$ cat src/rtl/kbd_scan_pkg.sv
package kbd_scan_pkg;
  typedef enum logic [0:0] {
    ST_ARMED  = 1'b0,
    ST_LOCKED = 1'b1
  } kbd_state_e;

  function automatic int idx_bits(input int n);
    return (n > 1) ? $clog2(n) : 1;
  endfunction
endpackage

$ cat src/rtl/kbd_row_scan.sv
module kbd_row_scan #(
  parameter int ROWS     = 4,
  parameter int SCAN_DIV = 8,
  parameter int RBITS    = 2
) (
  input  logic             clk,
  input  logic             rst,
  output logic [ROWS-1:0]  row_drv,
  output logic [RBITS-1:0] row_idx,
  output logic             tick,
  output logic             scan_end
);
  localparam int DW = (SCAN_DIV > 1) ? $clog2(SCAN_DIV) : 1;

  logic [DW-1:0]    div_q;
  logic [RBITS-1:0] row_q;
  logic [ROWS-1:0]  drv_q;

  assign tick     = (div_q == DW'(SCAN_DIV - 1));
  assign scan_end = tick && (row_q == RBITS'(ROWS - 1));
  assign row_idx  = row_q;
  assign row_drv  = drv_q;

  always_ff @(posedge clk) begin
    if (rst) begin
      div_q <= '0;
      row_q <= '0;
      drv_q <= ROWS'(1);
    end else begin
      div_q <= tick ? '0 : div_q + 1'b1;
      if (tick) begin
        row_q <= (row_q == RBITS'(ROWS - 1)) ? '0 : row_q + 1'b1;
        drv_q <= {drv_q[ROWS-2:0], drv_q[ROWS-1]};
      end
    end
  end
endmodule

$ cat src/rtl/kbd_col_sync.sv
module kbd_col_sync #(
  parameter int COLS = 4
) (
  input  logic            clk,
  input  logic            rst,
  input  logic [COLS-1:0] col_in,
  output logic [COLS-1:0] col_sync
);
  for (genvar i = 0; i < COLS; i++) begin : g_bit
    logic meta_q, sync_q;
    always_ff @(posedge clk) begin
      if (rst) begin
        meta_q <= 1'b0;
        sync_q <= 1'b0;
      end else begin
        meta_q <= col_in[i];
        sync_q <= meta_q;
      end
    end
    assign col_sync[i] = sync_q;
  end
endmodule

$ cat src/rtl/kbd_ctrl.sv
module kbd_ctrl
  import kbd_scan_pkg::*;
#(
  parameter int COLS       = 4,
  parameter int RBITS      = 2,
  parameter int CBITS      = 2,
  parameter int DEB_SCANS  = 4,
  parameter int IDLE_EXTRA = 2
) (
  input  logic                   clk,
  input  logic                   rst,
  input  logic                   tick,
  input  logic                   scan_end,
  input  logic [RBITS-1:0]       row_idx,
  input  logic [COLS-1:0]        cols,
  input  logic                   bus_alarm_en,
  output logic [RBITS+CBITS-1:0] key_code,
  output logic                   key_strobe,
  output logic                   alarm
);
  localparam int CODE_W = RBITS + CBITS;
  localparam int QUIET  = DEB_SCANS + IDLE_EXTRA;
  localparam int DBW    = $clog2(DEB_SCANS + 1);
  localparam int QW     = $clog2(QUIET + 1);

  kbd_state_e        state_q;
  logic [1:0]        hits_q;
  logic [CODE_W-1:0] first_q, cand_q, code_q;
  logic [DBW-1:0]    deb_q;
  logic [QW-1:0]     quiet_q;
  logic              strobe_q, alarm_q;

  // closures on the current row, saturated at two
  logic [1:0]        row_n;
  logic [2:0]        sum;
  logic [1:0]        tot;
  logic [CBITS-1:0]  low_col;
  logic [CODE_W-1:0] pos;
  logic [DBW:0]      next_deb;

  always_comb begin
    row_n = (cols == '0) ? 2'd0 : ($onehot(cols) ? 2'd1 : 2'd2);
    sum   = {1'b0, hits_q} + {1'b0, row_n};
    tot   = (sum >= 3'd2) ? 2'd2 : sum[1:0];
    low_col = '0;
    for (int c = COLS - 1; c >= 0; c--)
      if (cols[c]) low_col = CBITS'(c);
    pos = (hits_q == 2'd0) ? {row_idx, low_col} : first_q;
    next_deb = (deb_q != '0 && pos == cand_q) ? {1'b0, deb_q} + 1'b1
                                               : (DBW+1)'(1);
  end

  always_ff @(posedge clk) begin
    if (rst) begin
      state_q  <= ST_ARMED;
      hits_q   <= '0;
      first_q  <= '0;
      cand_q   <= '0;
      code_q   <= '0;
      deb_q    <= '0;
      quiet_q  <= '0;
      strobe_q <= 1'b0;
      alarm_q  <= 1'b0;
    end else begin
      strobe_q <= 1'b0;
      if (tick && !scan_end) begin
        hits_q <= tot;
        if (hits_q == 2'd0 && row_n != 2'd0) first_q <= {row_idx, low_col};
      end
      if (scan_end) begin
        hits_q <= '0;
        case (state_q)
          ST_ARMED: begin
            if (tot == 2'd0) begin
              deb_q <= '0;
            end else if (tot == 2'd1) begin
              cand_q <= pos;
              if (next_deb >= (DBW+1)'(DEB_SCANS)) begin
                code_q   <= pos;
                strobe_q <= 1'b1;
                deb_q    <= '0;
                quiet_q  <= '0;
                state_q  <= ST_LOCKED;
              end else begin
                deb_q <= next_deb[DBW-1:0];
              end
            end else begin
              alarm_q <= 1'b1;
              deb_q   <= '0;
              quiet_q <= '0;
              state_q <= ST_LOCKED;
              if (bus_alarm_en) begin
                code_q   <= '1;
                strobe_q <= 1'b1;
              end
            end
          end
          ST_LOCKED: begin
            if (tot != 2'd0) begin
              quiet_q <= '0;
            end else if (quiet_q == QW'(QUIET - 1)) begin
              quiet_q <= '0;
              alarm_q <= 1'b0;
              state_q <= ST_ARMED;
            end else begin
              quiet_q <= quiet_q + 1'b1;
            end
          end
          default: state_q <= ST_ARMED;
        endcase
      end
    end
  end

  assign key_code   = code_q;
  assign key_strobe = strobe_q;
  assign alarm      = alarm_q;
endmodule

$ cat src/rtl/kbd_scan_alarm.sv
module kbd_scan_alarm
  import kbd_scan_pkg::*;
#(
  parameter int ROWS       = 4,
  parameter int COLS       = 4,
  parameter int SCAN_DIV   = 8,
  parameter int DEB_SCANS  = 4,
  parameter int IDLE_EXTRA = 2,
  localparam int RBITS     = idx_bits(ROWS),
  localparam int CBITS     = idx_bits(COLS)
) (
  input  logic                   clk,
  input  logic                   rst,
  input  logic [COLS-1:0]        col_in,
  input  logic                   bus_alarm_en,
  output logic [ROWS-1:0]        row_drv,
  output logic [RBITS+CBITS-1:0] key_code,
  output logic                   key_strobe,
  output logic                   alarm
);
  logic [RBITS-1:0] row_idx;
  logic             tick, scan_end;
  logic [COLS-1:0]  col_sync;

  kbd_row_scan #(.ROWS(ROWS), .SCAN_DIV(SCAN_DIV), .RBITS(RBITS)) u_scan (
    .clk(clk), .rst(rst), .row_drv(row_drv), .row_idx(row_idx),
    .tick(tick), .scan_end(scan_end)
  );

  kbd_col_sync #(.COLS(COLS)) u_sync (
    .clk(clk), .rst(rst), .col_in(col_in), .col_sync(col_sync)
  );

  kbd_ctrl #(
    .COLS(COLS), .RBITS(RBITS), .CBITS(CBITS),
    .DEB_SCANS(DEB_SCANS), .IDLE_EXTRA(IDLE_EXTRA)
  ) u_ctrl (
    .clk(clk), .rst(rst), .tick(tick), .scan_end(scan_end),
    .row_idx(row_idx), .cols(col_sync), .bus_alarm_en(bus_alarm_en),
    .key_code(key_code), .key_strobe(key_strobe), .alarm(alarm)
  );
endmodule

$ cat config.mk
export PLATFORM = sky130hd
export DESIGN_NAME = kbd_scan_alarm
export DESIGN_NICKNAME = d
export VERILOG_FILES = /design/src/rtl/kbd_scan_pkg.sv /design/src/rtl/kbd_row_scan.sv /design/src/rtl/kbd_col_sync.sv /design/src/rtl/kbd_ctrl.sv /design/src/rtl/kbd_scan_alarm.sv
export SDC_FILE = /design/constraint.sdc
export NUM_CORES = 1
export LEC_CHECK = 0
export ABC_AREA = 0
export CAP_MARGIN = 40
export CORE_MARGIN = 4
export CORE_UTILIZATION = 40
export CTS_CLUSTER_SIZE = 25
export DETAILED_ROUTE_END_ITERATION = 8
export DONT_BUFFER_PORTS = 1
export GPL_TIMING_DRIVEN = 0
export PLACE_DENSITY = 0.63
export SYNTH_ARGS = -nofsm -noshare
export SYNTH_HDL_FRONTEND = slang
export SYNTH_SLANG_ARGS = --single-unit
$ cat constraint.sdc
create_clock -name clk -period 3.6 [get_ports clk]
set_clock_uncertainty 0.2 [all_clocks]
set_input_delay 0.72 -clock clk [delete_from_list [all_inputs] [get_ports clk]]
set_output_delay 0.72 -clock clk [all_outputs]
set_load 0.05 [all_outputs]
After elaboration in Yosys (flattened, before gate mapping)
Index checks and enable logic that the tools add are counted.
- register bits: 40
- input bits: 7
- output and inout port bits: 10
- logic and storage cells: 101
- add/sub/neg operators: 8
- $lt $le $gt $ge: 2
- equal/unequal tests: 12
- mux-type cells: 35
- bitwise gates (word level): 3
- reductions and logical operators: 21
- operators by type and width (cell ; number):
    2-to-1 mux 3 bit ; 8
    2-to-1 mux 4 bit ; 5
    2-to-1 mux 2 bit ; 8
    2-to-1 mux 1 bit ; 11
    != test 2 bit, second input constant ; 5
    AND reduction 5 bit ; 2
    adder 3 x 1 -> 3 bit, second input constant ; 2
    equality test 3 bit, second input constant ; 2
    one-hot mux 3 bit (2 select lines) ; 1
    nonzero test 2 bit ; 3
    adder 1 x 1 -> 2 bit ; 2
    adder 3 x 1 -> 4 bit, second input constant ; 1
    equality test 4 bit ; 1
    >= comparator 4 x 3 -> 1 bit, second input constant ; 1
    logical AND 1 bit ; 4
    logical NOT 2 bit ; 2
    logical NOT 4 bit ; 1
    one-hot mux 1 bit (2 select lines) ; 2
    AND reduction 2 bit ; 2
    AND reduction 4 bit ; 1
    OR reduction 2 bit ; 2
    OR reduction 4 bit ; 1
    adder 2 x 2 -> 3 bit ; 1
    adder 3 bit ; 1
    other kinds (10) ; 12

Depth between registers and ports, before layout
- word-level depth: 13
- gate-level depth with buffers: 15
- mapped depth without buffers: 14

Modules after synthesis
Synthesis repeated with hierarchy kept, for this count alone.
- cells, all modules: 203
- area, all modules: 1978.1 um2
- modules (own cells, without submodules) (module ; times used ; cells an instance ; area each (um2) ; seq. area each (um2)):
    kbd_ctrl ; 1 ; 151 ; 1375.1 ; 460.4
    kbd_row_scan ; 1 ; 32 ; 362.8 ; 180.2
    kbd_col_sync ; 1 ; 20 ; 240.2 ; 160.2

Worst setup path after synthesis
OpenSTA, ideal clock, no wires.
- kind: register to register
- from: register u_sync.g_bit[1].sync_q
- to: register u_ctrl.code_q[2] (netlist: u_ctrl.key_code[2])
- setup time: 0.121 ns
- data arrival time: 3.560 ns
- required time: 3.279 ns
- path slack: -0.281 ns
- stages on the path, launching flop included: 16
- buffers on the path: 1
- period minus slack after synthesis: 3.881 ns
- cells stage by stage: dfxtp_1 inv_1 ha_1 ha_1 fa_1 nor2_1 nand2_1 a21oi_1 ha_1 fa_1 or3b_1 buf_2 nor2_4 and4bb_4 a21o_4 mux2_4
- cells in the longest elaborated chain, start to end: 11
- elaborated cells between the ends (all ways): 23
- those cells by class: add/sub (3); order compare (2); eq/ne (4); mux (8); bitwise (1); reduce/logical (5)
- ends and longest elaborated chain (item ; line ; source):
    from (decl) ; kbd_col_sync.sv:10 ; logic meta_q, sync_q;
    from (signal assigned) ; kbd_col_sync.sv:17 ; sync_q <= meta_q;
    adder 1 x 1 -> 2 bit (implied by the code) ; kbd_ctrl.sv:42 ; row_n = (cols == '0) ? 2'd0 : ($onehot(cols) ? 2'd1 : 2'd2);
    adder 3 bit (implied by the code) ; kbd_ctrl.sv:42 ;
    equality test 3 x 1 -> 1 bit ; kbd_ctrl.sv:42 ;
    2-to-1 mux 2 bit (2 in a row) ; kbd_ctrl.sv:42 ;
    adder 2 x 2 -> 3 bit ; kbd_ctrl.sv:43 ; sum = {1'b0, hits_q} + {1'b0, row_n};
    >= comparator 3 x 2 -> 1 bit ; kbd_ctrl.sv:44 ; tot = (sum >= 3'd2) ? 2'd2 : sum[1:0];
    2-to-1 mux 2 bit ; kbd_ctrl.sv:44 ;
    equality test 2 x 1 -> 1 bit or logical NOT 2 bit (tied branches) ; kbd_ctrl.sv:76, kbd_ctrl.sv:74 ;
    != test 2 bit (no source line) (tied with other cells) ; -- ;
    AND reduction 5 bit (no source line) ; -- ;
    to (signal assigned) ; kbd_ctrl.sv:79 ; code_q <= pos;
    to (decl) ; kbd_ctrl.sv:28 ; logic [CODE_W-1:0] first_q, cand_q, code_q;
Several ways; a longest one is shown, not always the timed one.
A chain may end at the register's enable or synchronous reset.

Final worst setup path
- from: register u_sync.g_bit[3].sync_q
- to: register u_ctrl.code_q[2] (netlist: u_ctrl.key_code[2])
- cells in the longest elaborated chain, start to end: 11
- elaborated cells between the ends (all ways): 25
- those cells by class: add/sub (3); order compare (2); eq/ne (4); mux (10); bitwise (1); reduce/logical (5)
- ends and longest elaborated chain (item ; line ; source):
    from (decl) ; kbd_col_sync.sv:10 ;
    from (signal assigned) ; kbd_col_sync.sv:17 ;
    adder 1 x 1 -> 2 bit (implied by the code) or 2-to-1 mux 2 bit (tied branches) ; kbd_ctrl.sv:42, kbd_ctrl.sv:47 ;
    adder 3 bit (implied by the code) or 2-to-1 mux 2 bit (tied branches) ; kbd_ctrl.sv:42, kbd_ctrl.sv:47 ;
    equality test 3 x 1 -> 1 bit or 2-to-1 mux 2 bit (tied branches) ; kbd_ctrl.sv:42, kbd_ctrl.sv:47 ;
    2-to-1 mux 2 bit, on equally long branches ; kbd_ctrl.sv:42, kbd_ctrl.sv:47 ;
    2-to-1 mux 2 bit or 2-to-1 mux 4 bit (tied branches) ; kbd_ctrl.sv:42, kbd_ctrl.sv:48 ;
    adder 2 x 2 -> 3 bit or equality test 4 bit (tied branches) ; kbd_ctrl.sv:43, kbd_ctrl.sv:49 ;
    >= comparator 3 x 2 -> 1 bit or logical AND 1 bit (tied branches) ; kbd_ctrl.sv:44, kbd_ctrl.sv:49 ;
    2-to-1 mux 2 bit or 2-to-1 mux 4 bit (tied branches) ; kbd_ctrl.sv:44, kbd_ctrl.sv:49 ;
    equality test 2 x 1 -> 1 bit (tied with other cells) ; kbd_ctrl.sv:76 ; end else if (tot == 2'd1) begin
    != test 2 bit (no source line) (tied with other cells) ; -- ;
    AND reduction 5 bit (no source line) ; -- ;
Several ways; a longest one is shown, not always the timed one.

==> summary.md <==
| Metric | Value |
|---|---|
| Worst hold margin | approximately 0.24 ns |
| Core footprint | around 4800 µm² |
| Clk slew on worst S/H paths | roughly 0.080 ns |
| Die Span X | 78.61 µm |
| Filler cells | 452 |
| Ys async rst share | 0% |
| Synth Register Bits | 40 |
| Average size of a mapped cell | 9.363 µm² |
| Relative slew slack | about 63% |
| Pre-Repair DR Iteration Count | 4 |
| Final Max Tran Viols | 0 |
| Syn nets | about 240 |
| Final min period | 3.605 ns |
| Pwr Density | around 370 nW/µm² |
| Commonest non-fill, non-tap cell in the layout | dfxtp_1 |
| GRT Total Usage | 13.81% |
| Critical Path RT | 3.59 ns |
| Overall power | about 0.85 mW |
| Failing checks | negative setup slack |
| Remaining antenna violation count | 0 |
| Initial detailed-routing violation count | between 70 and 80 |
| Setup TNS | -0.004660 ns |
| Die Y | 78.61 µm |
| Max Fanout on Critical Path | 4 |
| Vias in the first global route | 1,483 |
| RSZ-0062 raised after global routing | true |
| Area Overhead vs Synth | 16.94% |
| Final period util | 100.1% |
| Antenna violations before repair | 0 |
| Share of cells above drive strength 1 | a little over a fifth |
| Drt wl/cell | 13.18 µm |
| Site Rows | 25 |
| Final Hold Fails | 0 |
| Final WL | 3.914 mm |
| Critical path launch point type | flip-flop |
| Number of flops mapped to enable cells by yosys | 0 |
| Most frequent cells in the layout | dfxtp_1, nor2_1, nor2b_1 |
| DRC Markers | 0 |
| Clock Path Buffers | 2 |
| PnR worst setup slack | -0.004660 ns |
| Starting density of the core | approximately two fifths |
| Final Util | between 40% and 50% |
| Port buffer count | 0 |
| Ant. Diodes | 0 |
| Largest net degree at the start of global routing | 14 |
| Clk sinks | 40 |
| Max VDD drop | around 260 µV |
| CTS Hold Bufs | 0 |
| Vias per cell | 5.017 |
| WP data arrival | between 3 and 4 ns |
| Worst-Margin Slew | 0.5476 ns |
| Clk_lat worst skew | 0.29 ns |
| Static Leakage | 0.9128 nW |
| Max frequency | around 280 MHz |
| H-tree depth | 2 |
| Post-synthesis cell count | 213 |
| Seq/Total Area, Yosys | 40.15% |
| Via Count | around 1,500 |
| Yosys cell types | 47 |
| CTS tree | done |
| Layout Nets | 251 |
| I/O pin cnt | 17 |
| Multi-input logic area | 1229 µm² |
| GPL Wtd Cong | approximately 0.8 |
| Root Driver | clkbuf_8 |
| Die area | just over 6000 µm² |
| Synth warn | 0 |
| Yosys top cell area share | between 40% and 50% |
| HPWL Detailed | roughly 2.8 mm |
| First-pass GRT wire length | between 6 and 7 mm |
| Setup crit end kind | flip-flop |
| Final setup viols | 1 |
| Top post-synthesis cells by area | dfxtp_1, ha_1, mux2i_1 |
| Outcome | finished with violations |
| Area occupied by registers | about 810 µm² |
| Predominant post-synthesis flop cell | dfxtp_1 |
| Leading area contributor after synthesis | dfxtp_1 |
| GRT overflow | 0 |
| CTS buffer count | 5 |
| Setup CP Type | flip-flop to flip-flop |
| Post-Syn Area | roughly 2000 µm² |
| Worst Hold Class | flip-flop to flip-flop |
| Max Cap Violations | 0 |
[area by class of cell]
type,count,share of cell area (%)
timing repair buffer,10,3.219
clock inverter,2,0.6438
buffer,5,0.8047
clock buffer,6,3.541
multi-input combinational,161,52.68
inverter,6,0.9657
sequential,40,34.55
tap,67,3.594
[worst paths after layout]
check	startpoint	to	slack, ns	cells past startpoint
worst max-delay path	u_sync.g_bit[3].sync_q	u_ctrl.key_code[2]	-0.005	14
worst min-delay path	u_scan.div_q[0]	u_scan.div_q[0]	0.24	1
worst max register to register	u_sync.g_bit[3].sync_q	u_ctrl.key_code[2]	-0.005	14
worst min register to register	u_scan.div_q[0]	u_scan.div_q[0]	0.24	1
[registers in the layout, summed over array words and instances (netlist names)]
| register | count |
|---|---|
| u_ctrl.state_q | 1 |
| u_ctrl.quiet_q | 3 |
| u_scan.row_idx | 2 |
| u_ctrl.hits_q | 2 |
| u_ctrl.first_q | 4 |
| u_scan.row_drv | 4 |
| u_ctrl.key_strobe | 1 |
| u_sync.g_bit.sync_q | 4 |
| u_ctrl.key_code | 4 |
| u_sync.g_bit.meta_q | 4 |
| u_scan.div_q | 3 |
| u_ctrl.deb_q | 3 |
| u_ctrl.cand_q | 4 |
| u_ctrl.alarm | 1 |
[routing by layer]
| layer | share of wire, % | up-vias | GRT usage, % |
|---|---|---|---|
| met5 | 0 | - | 0 |
| met4 | 0.59 | 0 | 4.021 |
| met3 | 3.6 | 2 | 4.014 |
| met2 | 46 | 16 | 21.99 |
| met1 | 49 | 690 | 18.07 |
| li1 | - | 782 | - |
[repair_timing]
item	4_1_cts	5_1_grt
gates resized for setup	9	7
endpoints found under the setup margin	8	10
cloned	0	0
buffers inserted	10	0
pin swaps	13	6
[through the flow]
stage	instance area, µm²	setup slack [ns]	cells
3_5_place_dp	2095	-0.4192	280
2_1_floorplan	2011	-0.1724	213
5_1_grt	2332	-0.1240	297
3_3_place_gp	2095	-0.3923	280
4_1_cts	2313	-0.1345	298
6_report	2332	-0.004660	297
[cell families (layout without fill, tap and decap cells)]
| family | after synthesis | count (layout) | share of synthesized area (%) |
|---|---|---|---|
| AOI/OAI and AO/OA | 44 | 44 | 15.25 |
| adders and majority gates | 15 | 15 | 10.16 |
| DFF | 40 | 40 | 40.15 |
| buffers and inverters | 12 | 29 | 2.321 |
| muxes | 11 | 11 | 5.772 |
| xor gates and xnor gates | 6 | 6 | 2.635 |
| and+or+nand+nor | 85 | 85 | 23.72 |
[power by group]
part | total, mW | switching [mW] | leakage, nW | internal (mW)
clock network | 0.314 | 0.159 | 0.0434 | 0.155
registers | 0.462 | 0.00965 | 0.326 | 0.452
logic | 0.0773 | 0.0416 | 0.543 | 0.0357
total | 0.853 | 0.210 | 0.913 | 0.643
[critical path, stage by stage, from the launching register on]
cell	delay, ns
dfxtp_2	0.35
inv_2	0.05
ha_4	0.23
ha_4	0.15
fa_1	0.50
nor2_1	0.04
nand2_1	0.08
a21oi_2	0.04
ha_2	0.18
fa_1	0.48
or3b_4	0.44
nor2_4	0.10
and4bb_4	0.25
a21o_4	0.12
mux2_4	0.29
[synth_stat cells (all sizes together), types with 3 or more instances]
library cell	count
dfxtp	40
nor2	25
nor2b	16
a21oi	13
ha	13
nand2	11
mux2i	10
a211oi	9
o21ai	7
inv	6
nor3	5
nor3b	5
and2	4
nand3	4
or2	4
xor2	4
buf	3
clkbuf	3
No activity file was read; power rests on OpenSTA's default activity.
